**src/rtl/excl_mon_pkg.sv**
```systemverilog
package excl_mon_pkg;
  typedef enum logic [1:0] {
    RESP_OKAY   = 2'b00,
    RESP_EXOKAY = 2'b01
  } resp_e;
endpackage

```
**src/rtl/excl_mon_mem.sv**
```systemverilog
module excl_mon_mem #(
  parameter int ADDR_W = 6,
  parameter int DATA_W = 32
) (
  input  logic              clk,
  input  logic              rst_n,
  input  logic              we,
  input  logic [ADDR_W-1:0] addr,
  input  logic [DATA_W-1:0] wdata,
  output logic [DATA_W-1:0] rdata
);
  localparam int DEPTH = 1 << ADDR_W;

  logic [DATA_W-1:0] words [DEPTH];

  assign rdata = words[addr];

  always_ff @(posedge clk) begin
    if (!rst_n) begin
      for (int i = 0; i < DEPTH; i++) words[i] <= '0;
    end else if (we) begin
      words[addr] <= wdata;
    end
  end
endmodule

```
**src/rtl/excl_mon_resv.sv**
```systemverilog
module excl_mon_resv #(
  parameter int N_ENT  = 4,
  parameter int ID_W   = 4,
  parameter int ADDR_W = 6
) (
  input  logic                          clk,
  input  logic                          rst_n,
  input  logic                          op_xrd,
  input  logic                          op_nwr,
  input  logic                          op_xwr,
  input  logic [ID_W-1:0]               id,
  input  logic [ADDR_W-1:0]             addr,
  output logic                          xwr_pass,
  output logic                          evict_ev,
  output logic [N_ENT-1:0]              ent_valid,
  output logic [N_ENT-1:0][ID_W-1:0]    ent_id,
  output logic [N_ENT-1:0][ADDR_W-1:0]  ent_addr
);
  localparam int IDX_W = (N_ENT > 1) ? $clog2(N_ENT) : 1;
  localparam logic [IDX_W-1:0] LAST = IDX_W'(N_ENT - 1);

  // lowest set bit of a vector, as an index
  function automatic logic [IDX_W-1:0] lowest_idx(input logic [N_ENT-1:0] v);
    lowest_idx = '0;
    for (int i = N_ENT - 1; i >= 0; i--)
      if (v[i]) lowest_idx = IDX_W'(i);
  endfunction

  logic [N_ENT-1:0] id_match, addr_match;
  logic [IDX_W-1:0] rr_ptr, alloc_idx;
  logic             table_full, own_found;

  for (genvar g = 0; g < N_ENT; g++) begin : g_match
    assign id_match[g]   = ent_valid[g] && (ent_id[g] == id);
    assign addr_match[g] = ent_valid[g] && (ent_addr[g] == addr);
  end

  assign own_found  = |id_match;
  assign table_full = &ent_valid;
  assign xwr_pass   = op_xwr && |(id_match & addr_match);
  assign evict_ev   = op_xrd && !own_found && table_full;

  always_comb begin
    if (own_found)       alloc_idx = lowest_idx(id_match);
    else if (!table_full) alloc_idx = lowest_idx(~ent_valid);
    else                 alloc_idx = rr_ptr;
  end

  always_ff @(posedge clk) begin
    if (!rst_n) begin
      ent_valid <= '0;
      ent_id    <= '0;
      ent_addr  <= '0;
      rr_ptr    <= '0;
    end else begin
      if (op_xrd) begin
        ent_valid[alloc_idx] <= 1'b1;
        ent_id[alloc_idx]    <= id;
        ent_addr[alloc_idx]  <= addr;
        if (evict_ev) rr_ptr <= (rr_ptr == LAST) ? '0 : rr_ptr + 1'b1;
      end
      if (op_nwr || xwr_pass) begin
        for (int i = 0; i < N_ENT; i++)
          if (addr_match[i]) ent_valid[i] <= 1'b0;
      end else if (op_xwr) begin
        for (int i = 0; i < N_ENT; i++)
          if (id_match[i]) ent_valid[i] <= 1'b0;
      end
    end
  end
endmodule

```
**src/rtl/excl_mon_top.sv**
```systemverilog
module excl_mon_top
  import excl_mon_pkg::*;
#(
  parameter int N_ENT  = 4,
  parameter int ID_W   = 4,
  parameter int ADDR_W = 6,
  parameter int DATA_W = 32
) (
  input  logic              clk,
  input  logic              rst_n,
  input  logic              req_valid,
  input  logic [ID_W-1:0]   req_id,
  input  logic [ADDR_W-1:0] req_addr,
  input  logic              req_write,
  input  logic              req_excl,
  input  logic [DATA_W-1:0] req_wdata,
  output logic              rsp_valid,
  output logic [ID_W-1:0]   rsp_id,
  output logic [1:0]        rsp_resp,
  output logic [DATA_W-1:0] rsp_rdata
);
  // named internal events, visible to the bound checker
  logic op_xrd, op_nwr, op_xwr, xwr_pass, evict_ev, mem_we;
  logic [N_ENT-1:0]             ent_valid;
  logic [N_ENT-1:0][ID_W-1:0]   ent_id;
  logic [N_ENT-1:0][ADDR_W-1:0] ent_addr;
  logic [DATA_W-1:0]            mem_rdata;
  resp_e                        resp_nxt;

  assign op_xrd = req_valid && !req_write && req_excl;
  assign op_nwr = req_valid && req_write && !req_excl;
  assign op_xwr = req_valid && req_write && req_excl;
  assign mem_we = op_nwr || xwr_pass;

  excl_mon_resv #(.N_ENT(N_ENT), .ID_W(ID_W), .ADDR_W(ADDR_W)) u_resv (
    .clk(clk), .rst_n(rst_n),
    .op_xrd(op_xrd), .op_nwr(op_nwr), .op_xwr(op_xwr),
    .id(req_id), .addr(req_addr),
    .xwr_pass(xwr_pass), .evict_ev(evict_ev),
    .ent_valid(ent_valid), .ent_id(ent_id), .ent_addr(ent_addr)
  );

  excl_mon_mem #(.ADDR_W(ADDR_W), .DATA_W(DATA_W)) u_mem (
    .clk(clk), .rst_n(rst_n), .we(mem_we),
    .addr(req_addr), .wdata(req_wdata), .rdata(mem_rdata)
  );

  assign resp_nxt = (op_xrd || xwr_pass) ? RESP_EXOKAY : RESP_OKAY;

  always_ff @(posedge clk) begin
    if (!rst_n) begin
      rsp_valid <= 1'b0;
      rsp_id    <= '0;
      rsp_resp  <= RESP_OKAY;
      rsp_rdata <= '0;
    end else begin
      rsp_valid <= req_valid;
      rsp_id    <= req_id;
      rsp_resp  <= resp_nxt;
      rsp_rdata <= req_write ? '0 : mem_rdata;
    end
  end
endmodule

```
**config.mk**
```make
export PLATFORM = sky130hd
export DESIGN_NAME = excl_mon_top
export DESIGN_NICKNAME = d
export VERILOG_FILES = /design/src/rtl/excl_mon_pkg.sv /design/src/rtl/excl_mon_mem.sv /design/src/rtl/excl_mon_resv.sv /design/src/rtl/excl_mon_top.sv
export SDC_FILE = /design/constraint.sdc
export NUM_CORES = 2
export LEC_CHECK = 0
export ABC_CLOCK_PERIOD_IN_PS = 3400
export BUFFER_PORTS_ARGS = -buffer_cell sky130_fd_sc_hd__buf_2
export CORE_MARGIN = 4
export CORE_UTILIZATION = 50
export DETAILED_ROUTE_END_ITERATION = 6
export PLACE_DENSITY = 0.68
export SYNTH_ARGS = -nofsm -noshare
export SYNTH_HDL_FRONTEND = slang
export SYNTH_SLANG_ARGS = --single-unit
export TNS_END_PERCENT = 100
```
**constraint.sdc**
```tcl
create_clock -name clk -period 3.4 [get_ports clk]
set_clock_uncertainty 0.05 [all_clocks]
set_input_delay 0.34 -clock clk [delete_from_list [all_inputs] [get_ports clk]]
set_output_delay 0.34 -clock clk [all_outputs]
set_load 0.02 [all_outputs]
```
Word-level counts from Yosys, hierarchy flattened

Memories as Yosys holds them, arrays and structs flattened. A register that Yosys moved wholly into a read port is not among the register bits.
Cells that the tools add are included.

Register bits after elaboration: 53
Memory bits (writable): 2048
Output and inout bits: 39
Word-level logic and storage cells: 96
Memories kept: 1

$add $sub $neg: 1
$lt $le $gt $ge: 2
Equal/unequal tests: 9
Mux-type cells: 38
Bitwise gates (word level): 4
Reductions and logical operators: 28

Memories:

| name        | words | width | rd ports | clocked after memory_dff | wr ports | line               | text |
|---|---|---|---|---|---|---|---|
| u_mem.words | 64    | 32    | 1        | 1                        | 64       | excl_mon_mem.sv:14 | `logic [DATA_W-1:0] words [DEPTH];` |

Operators with widths:

| operator                                                           | number |
|---|---|
| 2-to-1 mux 32 bit                                                  | 1 |
| OR reduction 32 bit                                                | 1 |
| bitwise mux 24 bit                                                 | 1 |
| equality test 6 bit                                                | 4 |
| 2-to-1 mux 2 bit                                                   | 11 |
| logical AND 1 bit                                                  | 17 |
| bitwise mux 16 bit                                                 | 1 |
| equality test 4 bit                                                | 4 |
| 2-to-1 mux 4 bit                                                   | 4 |
| 2-to-1 mux 1 bit                                                   | 15 |
| demux 6 bit (select 2 bit)                                         | 1 |
| 2-to-1 mux 6 bit                                                   | 2 |
| demux 4 bit (select 2 bit)                                         | 1 |
| OR reduction 4 bit                                                 | 2 |
| bitwise AND 4 bit                                                  | 1 |
| NOT 4 bit                                                          | 1 |
| bitwise OR 4 bit                                                   | 1 |
| AND reduction 4 bit                                                | 1 |
| zero test 1 bit                                                    | 3 |
| < comparator 2 x 3 -> 1 bit (second input constant)                | 1 |
| adder 2 x 1 -> 2 bit (second input constant)                       | 1 |
| demux 1 bit (select 2 bit)                                         | 1 |
| equality test 2 bit (second input constant)                        | 1 |
| greater-or-equal comparator 2 x 1 -> 1 bit (second input constant) | 1 |
| 4 further kinds                                                    | 5 |

Longest topological paths before layout

Depth after elaboration: 16
Mapped depth: 12
Mapped depth without buffers: 7

By module

Synthesis repeated with hierarchy kept, for this count alone.

Cell total of the unflattened synthesis: 7266
Area, all modules: 96956.7 um^2

Modules (own cells, without submodules):

| module        | instances | cells each | area each (um^2) | seq. area each (um^2) |
|---|---|---|---|---|
| excl_mon_mem  | 1         | 6913       | 93345.8          | 61499.0 |
| excl_mon_resv | 1         | 266        | 2489.9           | 920.9 |
| excl_mon_top  | 1         | 87         | 1121.1           | 760.7 |

Worst setup path before layout

Ideal clock, no wire load.

Path kind: input to register
Start: input port req_id[2]
End: memory u_mem.words[39][0], enable pin
Setup time: 0.394 ns
Arrival: 3.110 ns
Path slack: -0.154 ns
Stages: 10
Buffers on the path: 4
Cells stage by stage: buf_4 -> xor2_1 -> nor4_4 -> a22oi_2 -> and4_4 -> buf_6 -> buf_6 -> buf_6 -> nor4_4 -> nand2b_1

RTL lines:

| element         | line               | text |
|---|---|---|
| start, declared | excl_mon_top.sv:12 | `input logic [ID_W-1:0] req_id,` |
| end, declared   | excl_mon_mem.sv:14 |  |

==> metrics.md <==
| Metric | Value |
|---|---|
| Final setup violation count | `0` |
| Status | `finished, final reports clean` |
| Mapped Area | `92,800 sq um` |
| Seq/Total Area, Yosys | `68.1%` |
| Site Rows | `157` |
| Seq cells post-synth | `2,132` |
| Clk buf depth | `3` |
| Clock network power share | `40.8%` |
| Power Density | `541 nW/um^2` |
| DIE AREA | `193,000 sq um` |
| Max-slew violation count | `0` |
| Detailed Place HPWL | `194,000 um` |
| Per-cell routed wire length | `32.9 um` |
| XOR/XNOR share of the synthesized area | `0.349%` |
| Commonest non-fill, non-tap cell in the layout | `and2_1` |
| Switching share of power | `23.5%` |
| Reg clk slew, reported paths | `60 ps` |
| Synth Area in Compound Gates | `10.9%` |
| Post-layout worst setup margin | `55.3 ps` |
| GRT Total Usage | `32.3%` |
| Hold Fails Final Rpt | `0` |
| Initial Util | `50.5%` |
| Vias per cell | `6.45` |
| Final GP Congestion | `0.910` |
| Simple-gate share of the synthesized area | `16.9%` |
| Antenna violations before repair | `23` |
| Root Driver | `clkbuf_16` |
| Area Overhead vs Synth | `16.5%` |
| Post-Syn Nets | `6,723` |
| Hold Crit Start | `rst_n` |
| Worst vdd ir | `0.000551 V` |
| Main synth FF type | `edfxtp_1` |
| DRC viols | `0` |
| Largest family of logic cells by synthesized area | `simple AND/OR/NAND/NOR gates` |
| Adder-cell share of the synthesized area | `0.0135%` |
| Commonest cells after routing, fill and taps aside | `and2_1, edfxtp_1, a22oi_1` |
| Worst path required time | `4150 ps` |
| DIE HEIGHT | `439 um` |
| # fillers | `14,013` |
| Tmin final | `3340 ps` |
| CP Capture Type | `flop` |
| Post-Route WL | `316,000 um` |
| TritonCTS clock tree | `built` |
| DP Worst Slack | `-182 ps` |
| Ys async rst share | `0%` |
| Num Clock Sinks | `2,132` |
| Max Fclk | `299 MHz` |
| Share of cells above drive strength 1 | `17.4%` |
| Mux contribution to synthesized area | `0.453%` |
| Cells after Synth | `6,675` |
| Pleak | `37.7 nW` |
| Count of different cell masters after synthesis | `53` |
| Critical Path AT | `4090 ps` |
| Vias in the first global route | `59,966` |
| Port Buffers | `84` |
| Io pins | `86` |
| Clk Latency, worst-skew pair | `880 ps` |
| Reg2reg start | `u_resv.ent_addr[10]` |
| Crit path kind | `primary input to flop` |
| Slew margin rel. | `11.2%` |
| Vias | `61,913` |
| First-pass GRT wire length | `446,000 um` |
| Avg Synthesized Cell Area | `13.9 sq um` |
| Critical path launch point type | `primary input` |
| Max capacitance violation total | `0` |
| Post-CTS Setup Inserts | `0` |
| Internal | `44.7 mW` |
| Tcrit/Tclk final | `98.4%` |
| Crit Path Max Fanout | `19` |
| Seq pwr share | `52.1%` |
| Post-synth EDFFs | `2,048` |
| Largest net degree at the start of global routing | `72` |
| Hold WS | `13.9 ps` |
| Post-Layout Cell Count | `9,603` |
| CTS buffer count | `214` |
| GR Overflow Total | `0` |
| Logic gate share of total power | `7.1%` |
| Dpl cells | `9,174` |
| Final ANT Viol Nets | `0` |
| CORE AREA | `184,000 sq um` |
| Starting DRT DRC Count | `9,911` |
| DR pass1 iterations | `6` |
| H-Tree Depth | `4` |
| Worst hold path class | `primary input to flop` |
| Worst-Margin Slew | `1330 ps` |
| Die width | `439 um` |
| Final net count | `6,988` |
| RSZ-0062 raised after global routing | `no` |
| CP Launch Point | `req_addr[2]` |
| Net switching power | `13.7 mW` |
| Synth Warn # | `0` |
final timing paths:
check,slack (ps),cells past startpoint,end
worst max-delay path,60,13,rsp_rdata[4]
worst min register to register,450,2,u_resv.rr_ptr[0]
worst min-delay path,10,4,flop
worst max register to register,380,9,u_mem.words[6][24]
final cells by class:
cell class | instances | area [sq um] | share of cell area (%)
Antenna cell | 9 | 22.5 | 0.0208
Clock buffer | 272 | 5670 | 5.24
Clock inverter | 134 | 1350 | 1.25
Inverter | 5 | 18.8 | 0.0174
Multi-Input combinational cell | 3806 | 27000 | 24.9
Sequential cell | 2132 | 63200 | 58.4
Tap cell | 2464 | 3080 | 2.85
Timing Repair Buffer | 781 | 7820 | 7.23
critical path, stage by stage:
cell and delay, ps:
dlygate4sd3_1 530, buf_2 250, buf_4 260, nand2_1 130, nor2_4 560, buf_12 280, buf_12 200, buf_4 170
a221oi_1 80, a31oi_1 600, nor4_1 130, a21oi_1 330, buf_4 180
Yosys cell counts, drive strengths merged, types with 5 or more instances:
cell / n / area [sq um]
and2: 2055 / 12900
xnor2: 14 / 123
nor3b: 5 / 37.5
nor3: 6 / 30.0
nand3: 22 / 110
nand4: 45 / 282
a22o: 202 / 1770
a22oi: 623 / 4680
or2: 6 / 37.5
a21oi: 62 / 310
buf: 193 / 1080
nor4: 106 / 1490
a221oi: 203 / 1780
nor2: 51 / 191
a31oi: 201 / 1260
xor2: 23 / 201
mux2i: 42 / 420
dfxtp: 84 / 1680
inv: 5 / 18.8
nand2b: 70 / 438
edfxtp: 2048 / 61500
clkbuf: 539 / 2030
nand2: 15 / 56.3
a41oi: 20 / 175
per-stage QoR:
step | cell area, sq um | setup TNS (ps) | power [mW] | util (%)
after CTS | 108000 | 0 | 58.4 | 58.8
after detailed placement | 101000 | -395 | 35.0 | 54.9
after global placement | 101000 | -1040 | 34.9 | 54.9
after floorplan | 92900 | 0 | 32.6 | -
final | 108000 | 0 | 58.4 | 58.8
after global routing | 108000 | 0 | 59.8 | 58.8
registers in the layout, summed over array words and instances, names as in the netlist, named ones only:
register	count
u_resv.rr_ptr	2
rsp_id	4
rsp_valid	1
rsp_rdata	32
u_resv.ent_addr	24
u_resv.ent_id	16
u_resv.ent_valid	1
u_mem.words	2048
rsp_resp	1
power groups by stage:
stage / clock (mW) / sequential [mW] / combinational (mW)
final: 23.8 / 30.4 / 4.17
after global routing: 25.0 / 30.5 / 4.26
after detailed placement: 0 / 31.0 / 4.04
after CTS: 23.9 / 30.4 / 4.07
after floorplan: 0 / 30.9 / 1.71
after global placement: 0 / 30.9 / 4.02
metal layers:
metal | share of wire (%) | GRT usage (%) | wire length (um)
met5 | 0.028 | 0 | 89
met2 | 43 | 47.5 | 137000
met1 | 36 | 42.6 | 113000
met4 | 6.9 | 18.7 | 21800
met3 | 14 | 9.72 | 43300
what timing repair did:
item / in CTS / in global routing
hold endpoints to repair: 44 / 0
setup endpoints to repair: 0 / 1
hold buffers: 14 / 0
resized for setup: 0 / 1
cells by family after synthesis:
logic type	Yosys count
fa+ha+maj	1
flops	2132
simple gates	2396
compound gates	1329
other cells	1
xor+xnor	37
mux	42
buf+inv	737
(Power assumes the default switching activity.)
